### src/rtl/sq_status_pkg.sv
package sq_status_pkg;
  localparam int NUM_W  = 16;
  localparam int TIME_W = 10;
  localparam int STAT_W = 2;
  localparam int LOOP_W = 4;
  localparam int TS_W   = 32;
  localparam int ENTRY_W = TS_W + LOOP_W + STAT_W + TIME_W + NUM_W;

  typedef enum logic [STAT_W-1:0] {
    OUT_OK       = 2'd0,
    OUT_BLOCKED  = 2'd1,
    OUT_FAILED   = 2'd2,
    OUT_RES_BLKD = 2'd3
  } outcome_e;

  typedef struct packed {
    logic [TS_W-1:0]   stamp;
    logic [LOOP_W-1:0] pass_cnt;
    logic [STAT_W-1:0] outcome;
    logic [TIME_W-1:0] exec_us;
    logic [NUM_W-1:0]  number;
  } status_entry_t;

  typedef enum logic [1:0] {
    WS_IDLE  = 2'd0,
    WS_BUSY  = 2'd1,
    WS_WRITE = 2'd2
  } wr_state_e;
endpackage

### src/rtl/sq_exec_timer.sv
module sq_exec_timer #(
  parameter int W = 10
) (
  input  logic         clk,
  input  logic         rst_n,
  input  logic         clr,
  input  logic         inc,
  output logic [W-1:0] next_val
);
  localparam logic [W-1:0] MAX_VAL = '1;

  logic [W-1:0] cnt_q;

  // saturating: holds at MAX_VAL instead of rolling over
  always_comb begin
    next_val = cnt_q;
    if (inc && (cnt_q != MAX_VAL)) next_val = cnt_q + 1'b1;
  end

  always_ff @(posedge clk or negedge rst_n) begin
    if (!rst_n)   cnt_q <= '0;
    else if (clr) cnt_q <= '0;
    else          cnt_q <= next_val;
  end
endmodule

### src/rtl/sq_ring_ptr.sv
module sq_ring_ptr #(
  parameter int DEPTH = 8,
  parameter int AW    = 3,
  parameter int LW    = 4
) (
  input  logic          clk,
  input  logic          rst_n,
  input  logic          adv,
  output logic [AW-1:0] ptr_q,
  output logic [LW-1:0] pass_q
);
  localparam logic [AW-1:0] LAST = AW'(DEPTH - 1);

  always_ff @(posedge clk or negedge rst_n) begin
    if (!rst_n) begin
      ptr_q  <= '0;
      pass_q <= '0;
    end else if (adv) begin
      if (ptr_q == LAST) begin
        ptr_q  <= '0;
        pass_q <= pass_q + 1'b1;
      end else begin
        ptr_q  <= ptr_q + 1'b1;
      end
    end
  end
endmodule

### src/rtl/sq_entry_pack.sv
module sq_entry_pack
  import sq_status_pkg::*;
#(
  parameter bit ZERO_INVALID = 1'b1
) (
  input  logic [NUM_W-1:0]   number,
  input  logic [TIME_W-1:0]  exec_us,
  input  logic [STAT_W-1:0]  outcome,
  input  logic [LOOP_W-1:0]  pass_cnt,
  input  logic [TS_W-1:0]    stamp,
  output logic [ENTRY_W-1:0] entry
);
  status_entry_t e;
  logic [TIME_W-1:0] time_fld;

  generate
    if (ZERO_INVALID) begin : g_zero
      // codes 2 and 3 carry no valid fields, so the time is cleared
      assign time_fld = outcome[STAT_W-1] ? '0 : exec_us;
    end else begin : g_raw
      assign time_fld = exec_us;
    end
  endgenerate

  always_comb begin
    e.stamp    = stamp;
    e.pass_cnt = pass_cnt;
    e.outcome  = outcome;
    e.exec_us  = time_fld;
    e.number   = number;
  end

  assign entry = e;
endmodule

### src/rtl/sq_status_writer.sv
module sq_status_writer
  import sq_status_pkg::*;
#(
  parameter int RING_DEPTH = 8,
  localparam int ADDR_W = (RING_DEPTH > 1) ? $clog2(RING_DEPTH) : 1
) (
  input  logic               clk,
  input  logic               rst_n,
  input  logic               cmd_valid,
  output logic               cmd_ready,
  input  logic [NUM_W-1:0]   cmd_num,
  output logic               exec_start,
  output logic [NUM_W-1:0]   exec_num,
  input  logic               exec_done,
  input  logic [STAT_W-1:0]  exec_status,
  input  logic               us_tick,
  input  logic [TS_W-1:0]    ts_in,
  output logic               ring_wr_en,
  output logic [ADDR_W-1:0]  ring_wr_addr,
  output logic [ENTRY_W-1:0] ring_wr_data
);
  wr_state_e          state_q;
  logic [NUM_W-1:0]   num_q;
  logic [STAT_W-1:0]  outcome_q;
  logic [TIME_W-1:0]  time_q;
  logic               start_q;
  logic [TIME_W-1:0]  tmr_next;
  logic [LOOP_W-1:0]  pass_q;
  logic               accept;
  logic               busy;
  logic               writing;

  assign accept  = cmd_valid && (state_q == WS_IDLE);
  assign busy    = (state_q == WS_BUSY);
  assign writing = (state_q == WS_WRITE);

  sq_exec_timer #(.W(TIME_W)) u_timer (
    .clk      (clk),
    .rst_n    (rst_n),
    .clr      (accept),
    .inc      (busy && us_tick),
    .next_val (tmr_next)
  );

  sq_ring_ptr #(.DEPTH(RING_DEPTH), .AW(ADDR_W), .LW(LOOP_W)) u_ptr (
    .clk    (clk),
    .rst_n  (rst_n),
    .adv    (writing),
    .ptr_q  (ring_wr_addr),
    .pass_q (pass_q)
  );

  sq_entry_pack #(.ZERO_INVALID(1'b1)) u_pack (
    .number   (num_q),
    .exec_us  (time_q),
    .outcome  (outcome_q),
    .pass_cnt (pass_q),
    .stamp    (ts_in),
    .entry    (ring_wr_data)
  );

  always_ff @(posedge clk or negedge rst_n) begin
    if (!rst_n) begin
      state_q   <= WS_IDLE;
      num_q     <= '0;
      outcome_q <= '0;
      time_q    <= '0;
      start_q   <= 1'b0;
    end else begin
      start_q <= 1'b0;
      unique case (state_q)
        WS_IDLE: if (accept) begin
          num_q   <= cmd_num;
          start_q <= 1'b1;
          state_q <= WS_BUSY;
        end
        WS_BUSY: if (exec_done) begin
          outcome_q <= exec_status;
          time_q    <= tmr_next;   // includes a tick in the done cycle
          state_q   <= WS_WRITE;
        end
        WS_WRITE: state_q <= WS_IDLE;
        default:  state_q <= WS_IDLE;
      endcase
    end
  end

  assign cmd_ready  = (state_q == WS_IDLE);
  assign exec_start = start_q;
  assign exec_num   = num_q;
  assign ring_wr_en = writing;
endmodule

### config.mk
export PLATFORM = sky130hd
export DESIGN_NAME = sq_status_writer
export DESIGN_NICKNAME = d
export VERILOG_FILES = /design/src/rtl/sq_status_pkg.sv /design/src/rtl/sq_exec_timer.sv /design/src/rtl/sq_ring_ptr.sv /design/src/rtl/sq_entry_pack.sv /design/src/rtl/sq_status_writer.sv
export SDC_FILE = /design/constraint.sdc
export NUM_CORES = 1
export LEC_CHECK = 0
export BUFFER_PORTS_ARGS = -buffer_cell sky130_fd_sc_hd__buf_2
export CAP_MARGIN = 20
export CORE_AREA = 2 2 62 94
export CTS_CLUSTER_SIZE = 10
export DETAILED_ROUTE_END_ITERATION = 6
export DIE_AREA = 0 0 64 96
export HOLD_SLACK_MARGIN = 0.05
export MAX_ROUTING_LAYER = met4
export PLACE_DENSITY = 0.86
export SLEW_MARGIN = 40
export SYNTH_ARGS = -nofsm -noshare
export SYNTH_HDL_FRONTEND = slang
export SYNTH_SLANG_ARGS = --single-unit
### constraint.sdc
create_clock -name clk -period 2.7 [get_ports clk]
set_clock_uncertainty 0.2 [all_clocks]
set_input_delay 0.54 -clock clk [delete_from_list [all_inputs] [get_ports clk]]
set_output_delay 0.54 -clock clk [all_outputs]
set_load 0.05 [all_outputs]
==> results of run 1 <==
[state kept, by name, summed over array words and instances, names as in the netlist]
name           cells
u_ptr.pass_q       4
outcome_q          2
state_q            2
u_timer.cnt_q     10
exec_start         1
exec_num          16
time_q            10
u_ptr.ptr_q        3
[cell type report]
| type | count | area (um2) | area share (%) |
|---|---|---|---|
| flip-flops and latches | 48 | 1200 | 45.2 |
| repair buffers | 81 | 418 | 15.7 |
| inverters | 3 | 11.3 | 0.424 |
| well taps | 70 | 87.6 | 3.30 |
| multi-input cells | 120 | 822 | 31.0 |
| clock inverters | 3 | 46.3 | 1.74 |
| clock buffers | 5 | 68.8 | 2.59 |
[worst reg2reg max path: stages (launching register included)]
cell	delay, ns
dfrtp_1	0.48
nor2_1	0.14
and2_1	0.64
mux2_2	0.43
[final timing paths]
path                                               end  cells past startpoint
min                            exec_num[8]$_DFFE_PN0P_                      1
max                                         ring_wr_en                      3
max reg2reg                   exec_num[15]$_DFFE_PN0P_                      3
min reg2reg                u_ptr.pass_q[3]$_DFFE_PN0P_                      1
max in group asynchronous   u_ptr.ptr_q[2]$_DFFE_PN0P_                      2
min in group clk                state_q[0]$_DFFE_PN0P_                      2
[through the flow]
step / total power [mW] / cells / util [%] / setup WS, ns / cell area, um2
2_1_floorplan: 2.95 / 227 / - / 0.312 / 2440
3_3_place_gp: 3.07 / 322 / 47.7 / 0.734 / 2540
3_5_place_dp: 3.12 / 322 / 47.7 / 0.701 / 2540
4_1_cts: 3.65 / 330 / 49.8 / 0.573 / 2660
5_1_grt: 3.79 / 330 / 49.8 / 0.493 / 2660
6_report: 3.61 / 330 / 49.8 / 0.586 / 2660
[layer usage]
layer,wire length (um),part of all wire [%],up-vias
li1,-,-,784
met1,1760,39,785
met2,2410,53,52
met3,225,5.0,17
met4,149,3.3,0
met5,0,0,-
[synthesized netlist by cell type, types with 3 or more instances]
library cell	number
buf_4	50
o21ai_0	7
inv_1	3
nor4_1	3
clkbuf_1	3
xor2_1	3
nand3_1	5
dfrtp_1	48
mux2_1	8
nand2_1	19
mux2_2	11
o21ai_1	6
xnor2_1	4
nor2b_1	11
nor2_1	16
ha_1	4
nand3b_1	3
[kinds of logic (layout without fill, tap and decap cells)]
kind of cell / after synthesis / count (layout) / synth area share [%]
AND/OR/NAND/NOR: 65 / 65 / 13.3
buffers and inverters: 59 / 92 / 17.2
flip-flops: 48 / 48 / 49.2
AO/OA/AOI/OAI: 23 / 23 / 6.25
multiplexers: 21 / 21 / 9.58
XOR/XNOR: 7 / 7 / 2.51
adder cells (fa/ha/maj): 4 / 4 / 2.05
[power groups by stage]
stage               Combinational [mW]  Sequential [mW]  Clock [mW]
CTS                               1.98             1.13       0.548
global route                      2.04             1.17       0.576
detailed placement                1.97             1.14           0
floorplan                         1.26             1.69           0
global placement                  1.94             1.13           0
finish                            1.96             1.12       0.526
==> metrics.log, run 1 <==
INFO  metric status = completed
INFO  metric height_of_the_die = 96 um
INFO  metric dr.pass1.iters = 4
INFO  metric ys_types = 33
INFO  metric final_min_period_over_clock_period = 78.3%
INFO  metric filler_cell_count = 483
INFO  metric final_common_cell = buf_2
INFO  metric critical_path.startpoint_type = flop
INFO  metric total_switching_power = 1.94 mW
INFO  metric detail_route.vias_per_cell = 4.96
INFO  metric worstPathRequired = 1.96 ns
INFO  metric diodes = 0
INFO  metric mostFrequentLayoutCells = buf_2, dfrtp_1, nand2_1
INFO  metric tritoncts = built
INFO  metric gr-usage-met2 = 28.7%
INFO  metric cts_max_path_buffers = 2
INFO  metric io_pins = 141
INFO  metric p_comb_share = 54.3%
INFO  metric async_reset_ff_share = 100%
INFO  metric worst_ir_drop_vdd = 1.25 mV
INFO  metric grt_remaining_overflow = 0
INFO  metric detailedRoute.firstIterationViolations = 37
INFO  metric post_drt_wl_per_cell = 13.8 um
INFO  metric unrepaired_setup_endpoints_after_global_routing = no
INFO  metric synth_area_leader_cell = dfrtp_1
INFO  metric holdWs = 0.0413 ns
INFO  metric portBuffers = 76
INFO  metric clock-root-buffer = clkbuf_8
INFO  metric gp_routability_congestion = 0.917
INFO  metric grt_max_degree = 30
INFO  metric max_fo_critical_path = 8
INFO  metric cts.repair.resized = 0
INFO  metric timing.critical_path.to_type = output pin
INFO  metric synthesis.instances = 227
INFO  metric power_per_cell_area = 1360 mW/mm2
INFO  metric max-slew-margin-rel = 49.0%
INFO  metric cts.repair_timing.setup_buffer_count = 0
INFO  metric path_cells = nor2b_1 > buf_4 > buf_2
INFO  metric max_freq = 473 MHz
INFO  metric worst_slew_pin_slew = 0.764 ns
INFO  metric grt_util_met1 = 16.3%
INFO  metric dp.final_hpwl = 3470 um
INFO  metric switching_share_of_total_power = 53.9%
INFO  metric period_minus_slack = 2.11 ns
INFO  metric yosys_warnings = 0
INFO  metric initial_utilization = 45.9%
INFO  metric critPathBufInv = 2
INFO  metric cts_buffers = 5
INFO  metric clkTransAtPathRegs = 0.09 ns
INFO  metric sequential_share_of_the_synthesized_area = 49.2%
INFO  metric num_vias = 1638
INFO  metric groute.layer.met3.usage = 2.69%
INFO  metric critical_path_startpoint = state_q[0]$_DFFE_PN0P_
INFO  metric synth_edf_count = 0
INFO  metric clock-sinks = 48
INFO  metric holdBufCountCts = 0
INFO  metric timing.final.setup_violations = 0
INFO  metric p_leak = 1.32 nW
INFO  metric max-cap-violations = 0
INFO  metric drive_gt1_share = 39.6%
INFO  metric post_synth_instance_area = 0.00244 mm2
INFO  metric share_seq_of_total_power = 31.1%
INFO  metric register_bit_total_from_synthesis = 48
INFO  metric htree_levels = 2
INFO  metric critical-path-slowest-cell = dfrtp_1
INFO  metric first_pass_grt_wire_length = 7550 um
INFO  metric die_area = 0.00614 mm2
INFO  metric critical_path.max_stage_delay = 0.48 ns
INFO  metric crit-reg2reg-launch = state_q[0]$_DFFE_PN0P_
INFO  metric syn_to_final_growth = 8.71%
INFO  metric yosys_most_used_dff = dfrtp_1
INFO  metric grt_use_total = 16.4%
INFO  metric remaining_drc_errors = 0
INFO  metric min_path_type = in2async
INFO  metric row_count = 33
INFO  metric fp.coreArea = 0.00533 mm2
INFO  metric globalRoute.busiestLayer = met2
INFO  metric synth_top_area_share = 49.2%
INFO  metric antenna_violating_nets_post_route = 0
INFO  metric final_max_slew_viol_count = 0
INFO  metric antenna_found_initial = 0
INFO  metric crit_type = reg2out
INFO  metric final_hold_viol_count = 0
INFO  metric critical_path.top_delay_family = flip-flops
INFO  metric grt_pass1_vias = 1682
INFO  metric synthesis.area_per_instance = 10.8 um2
INFO  metric intPower = 1.66 mW
INFO  metric regToRegSetupSlack = 0.69 ns
INFO  metric design.final.nets = 318
INFO  metric power.share.clock = 14.6%
INFO  metric synth.area.top_cells = dfrtp_1, buf_4, mux2_2
INFO  metric route.final.wire_length = 4540 um
INFO  metric die_width = 64 um
INFO  metric synth.net_count = 286
INFO  metric setup_total_negative_slack = 0 ns
INFO  metric clk_latency = 0.30 ns
INFO  metric wp_data_arrival = 1.37 ns
Note: power is estimated with default switching activity, not from simulation.
==> run 2: changes to the inputs <==
- CORE_AREA: 2 2 62 94 -> 2 2 67 101
- DIE_AREA: 0 0 64 96 -> 0 0 69 103
- PLACE_DENSITY: 0.86 -> 0.79
- clock period: 2.7 -> 1.9 ns (I/O delays scaled with it)
==> metrics.log, run 2 (synthesized netlist as in run 1, its figures left out) <==
INFO  metric status = completed
INFO  metric grt_pass1_vias = 1603 (-4.7%)
INFO  metric final_common_cell = buf_2
INFO  metric mostFrequentLayoutCells = buf_2, dfrtp_1, nand2_1
INFO  metric regToRegSetupSlack = 0.06 ns (-0.63 ns)
INFO  metric final_core_utilization = 44.6% (-5.3 points)
INFO  metric diodes = 0 (unchanged)
INFO  metric worstHoldPathCells = 2
INFO  metric dpl_worst_slack = 0.0157 ns (-0.685 ns)
INFO  metric final_min_period_over_clock_period = 96.7%
INFO  metric grt_max_degree = 49 (+63%)
INFO  metric worstPathRequired = 1.93 ns (-0.03 ns)
INFO  metric max-slew-margin-rel = 77.8% (+29 points)
INFO  metric power_per_cell_area = 1870 mW/mm2 (+38%)
INFO  metric hold_path_startpoint = exec_done
INFO  metric grt_use_total = 13.5% (-2.9 points)
INFO  metric drive_gt1_share = 44.9% (+5.3 points)
INFO  metric max_freq = 545 MHz
INFO  metric worst_ir_drop_vdd = 0.963 mV (-23%)
INFO  metric height_of_the_die = 103 um (+7.3%)
INFO  metric clk_latency = 0.30 ns (about the same)
INFO  metric critical_path.startpoint_type = flop
INFO  metric num_vias = 1690 (+3.2%)
INFO  metric htree_levels = 2 (unchanged)
INFO  metric power.share.clock = 14.6% (about the same)
INFO  metric seqCellArea = 0.00120 mm2 (+0.10%)
INFO  metric tritoncts = built
INFO  metric post_drt_wl_per_cell = 13.1 um (-4.9%)
INFO  metric antenna_violating_nets_post_route = 0 (unchanged)
INFO  metric syn_to_final_growth = 15.1%
INFO  metric remaining_drc_errors = 0 (unchanged)
INFO  metric die_width = 69 um (+7.8%)
INFO  metric cts.repair_timing.setup_buffer_count = 0 (unchanged)
INFO  metric largest_register_ffs = 16 (unchanged)
INFO  metric max_fo_critical_path = 4 (-4)
INFO  metric row_count = 36 (+9.1%)
INFO  metric switching_share_of_total_power = 52.6% (-1.3 points)
INFO  metric hold_crit_endpoint = state_q[0]$_DFFE_PN0P_
INFO  metric crit-reg2reg-launch = u_timer.cnt_q[0]$_DFF_PN0_
INFO  metric period_minus_slack = 1.84 ns
INFO  metric rr_endpoint = time_q[3]$_DFFE_PN0P_
INFO  metric crit_type = reg2reg
INFO  metric dp.final_hpwl = 3360 um (-3.0%)
INFO  metric final_critical_path_setup_slack = 0.0636 ns (-0.522 ns)
INFO  metric total_switching_power = 2.77 mW (+42%)
INFO  metric final_hold_viol_count = 0 (unchanged)
INFO  metric final_max_slew_viol_count = 0 (unchanged)
INFO  metric design.final.nets = 325 (+2.2%)
INFO  metric die_area = 0.00711 mm2 (+16%)
INFO  metric io_pins = 141 (unchanged)
INFO  metric clkTransAtPathRegs = 0.09 ns (about the same)
INFO  metric share_seq_of_total_power = 29.8% (-1.3 points)
INFO  metric min_path_type = in2reg
INFO  metric dr.pass1.iters = 5 (+1)
INFO  metric route.final.wire_length = 4490 um (-1.1%)
INFO  metric initial_utilization = 38.7% (-7.1 points)
INFO  metric clock-sinks = 48 (unchanged)
INFO  metric max-cap-violations = 0 (unchanged)
INFO  metric worstRegToRegCells = 5 (+2)
INFO  metric fp.coreArea = 0.00631 mm2 (+18%)
INFO  metric gp_routability_congestion = 0.804 (-12%)
INFO  metric first_pass_grt_wire_length = 7420 um (-1.7%)
INFO  metric intPower = 2.50 mW (+50%)
INFO  metric cts_max_path_buffers = 2 (unchanged)
INFO  metric timing.final.setup_violations = 0 (unchanged)
INFO  metric multiInputGateArea = 875 um2 (+6.4%)
INFO  metric clock-root-buffer = clkbuf_8
INFO  metric unrepaired_setup_endpoints_after_global_routing = yes
INFO  metric antenna_found_initial = 0 (unchanged)
INFO  metric timing.critical_path.to_type = flop
INFO  metric detailedRoute.firstIterationViolations = 107 (+190%)
INFO  metric grt_remaining_overflow = 0 (unchanged)
INFO  metric wp_data_arrival = 1.87 ns (+0.50 ns)
INFO  metric cts_buffers = 5 (unchanged)
INFO  metric detail_route.vias_per_cell = 4.93 (-0.74%)
INFO  metric portBuffers = 76 (unchanged)
INFO  metric filler_cell_count = 616 (+28%)
INFO  metric worst_slew_pin_slew = 0.329 ns (-0.435 ns)
INFO  metric p_comb_share = 55.6% (+1.3 points)
INFO  metric p_leak = 1.37 nW (+3.8%)
==> run 2: cell count changes in the layout (fill, tap and decap cells not counted), sizes merged <==
cell / before / now
clkbuf: 5 / 6
inv: 4 / 3
dlygate4sd3: 0 / 1
clkinvlp: 1 / 0
buf: 81 / 87
clkinv: 0 / 1
==> run 2: timing repair <==
item	in CTS	in global routing
hold endpoints to repair	48	0
pin swaps	0	1
hold buffers	1	0
gates resized for setup	7	9
setup endpoints to repair	3	8
==> run 2: critical path, cell delays in order, from the launching register on <==
cell and delay (ns):
dfrtp_1 0.39, ha_2 0.20, and3_4 0.20, a41o_1 0.26, or3_4 0.34, a31oi_1 0.16
==> run 2: metrics by stage <==
stage | area (um2) | power, mW | cells | hold WS [ns] | TNS (ns)
5_1_grt | 2810 | 5.53 | 343 | 0.0596 | 0
3_3_place_gp | 2630 | 4.46 | 334 | 0.181 | 0
4_1_cts | 2780 | 5.32 | 343 | 0.0517 | 0
2_1_floorplan | 2460 | 4.22 | 227 | -0.116 | -1.98
3_5_place_dp | 2630 | 4.52 | 334 | 0.187 | 0
6_report | 2810 | 5.26 | 343 | 0.0619 | 0
==> run 2: routing by layer <==
| metal | vias up | track usage [%] | wire length [um] |
|---|---|---|---|
| met4 | 0 | 6.64 | 110 |
| met3 | 22 | 3.52 | 337 |
| li1 | 791 | - | - |
| met2 | 68 | 24.2 | 2310 |
| met5 | - | - | 0 |
| met1 | 809 | 13.7 | 1730 |
==> run 2: how the worst max path moves through the flow <==
stage	cells past startpoint	to	slack [ns]	startpoint
4_1_cts	3	cmd_ready	0.02	state_q[0]$_DFFE_PN0P_
3_3_place_gp	5	time_q[3]$_DFFE_PN0P_	0.06	u_timer.cnt_q[0]$_DFF_PN0_
3_5_place_dp	5	u_timer.cnt_q[3]$_DFF_PN0_	0.02	u_timer.cnt_q[0]$_DFF_PN0_
2_1_floorplan	2	ring_wr_data[16]	-0.22	outcome_q[1]$_DFFE_PN0P_
5_1_grt	5	time_q[7]$_DFFE_PN0P_	0.0004	u_timer.cnt_q[1]$_DFF_PN0_
6_report	5	time_q[3]$_DFFE_PN0P_	0.06	u_timer.cnt_q[0]$_DFF_PN0_
==> run 2: area by class of cell <==
cell class                 instances  share of cell area [%]
tap                               76                    3.38
clock inverter                     2                    1.38
inverter                           3                   0.401
clock buffer                       6                    2.94
sequential                        48                    42.8
timing repair buffer              88                    18.0
multi-input combinational        120                    31.1
==> run 2: power by group through the flow <==
stage          logic (mW)  clock network (mW)  registers, mW
2_1_floorplan        1.82                   0           2.40
3_3_place_gp         2.89                   0           1.57
3_5_place_dp         2.92                   0           1.60
4_1_cts              2.95               0.795           1.58
5_1_grt              3.06               0.835           1.63
6_report             2.92               0.769           1.57
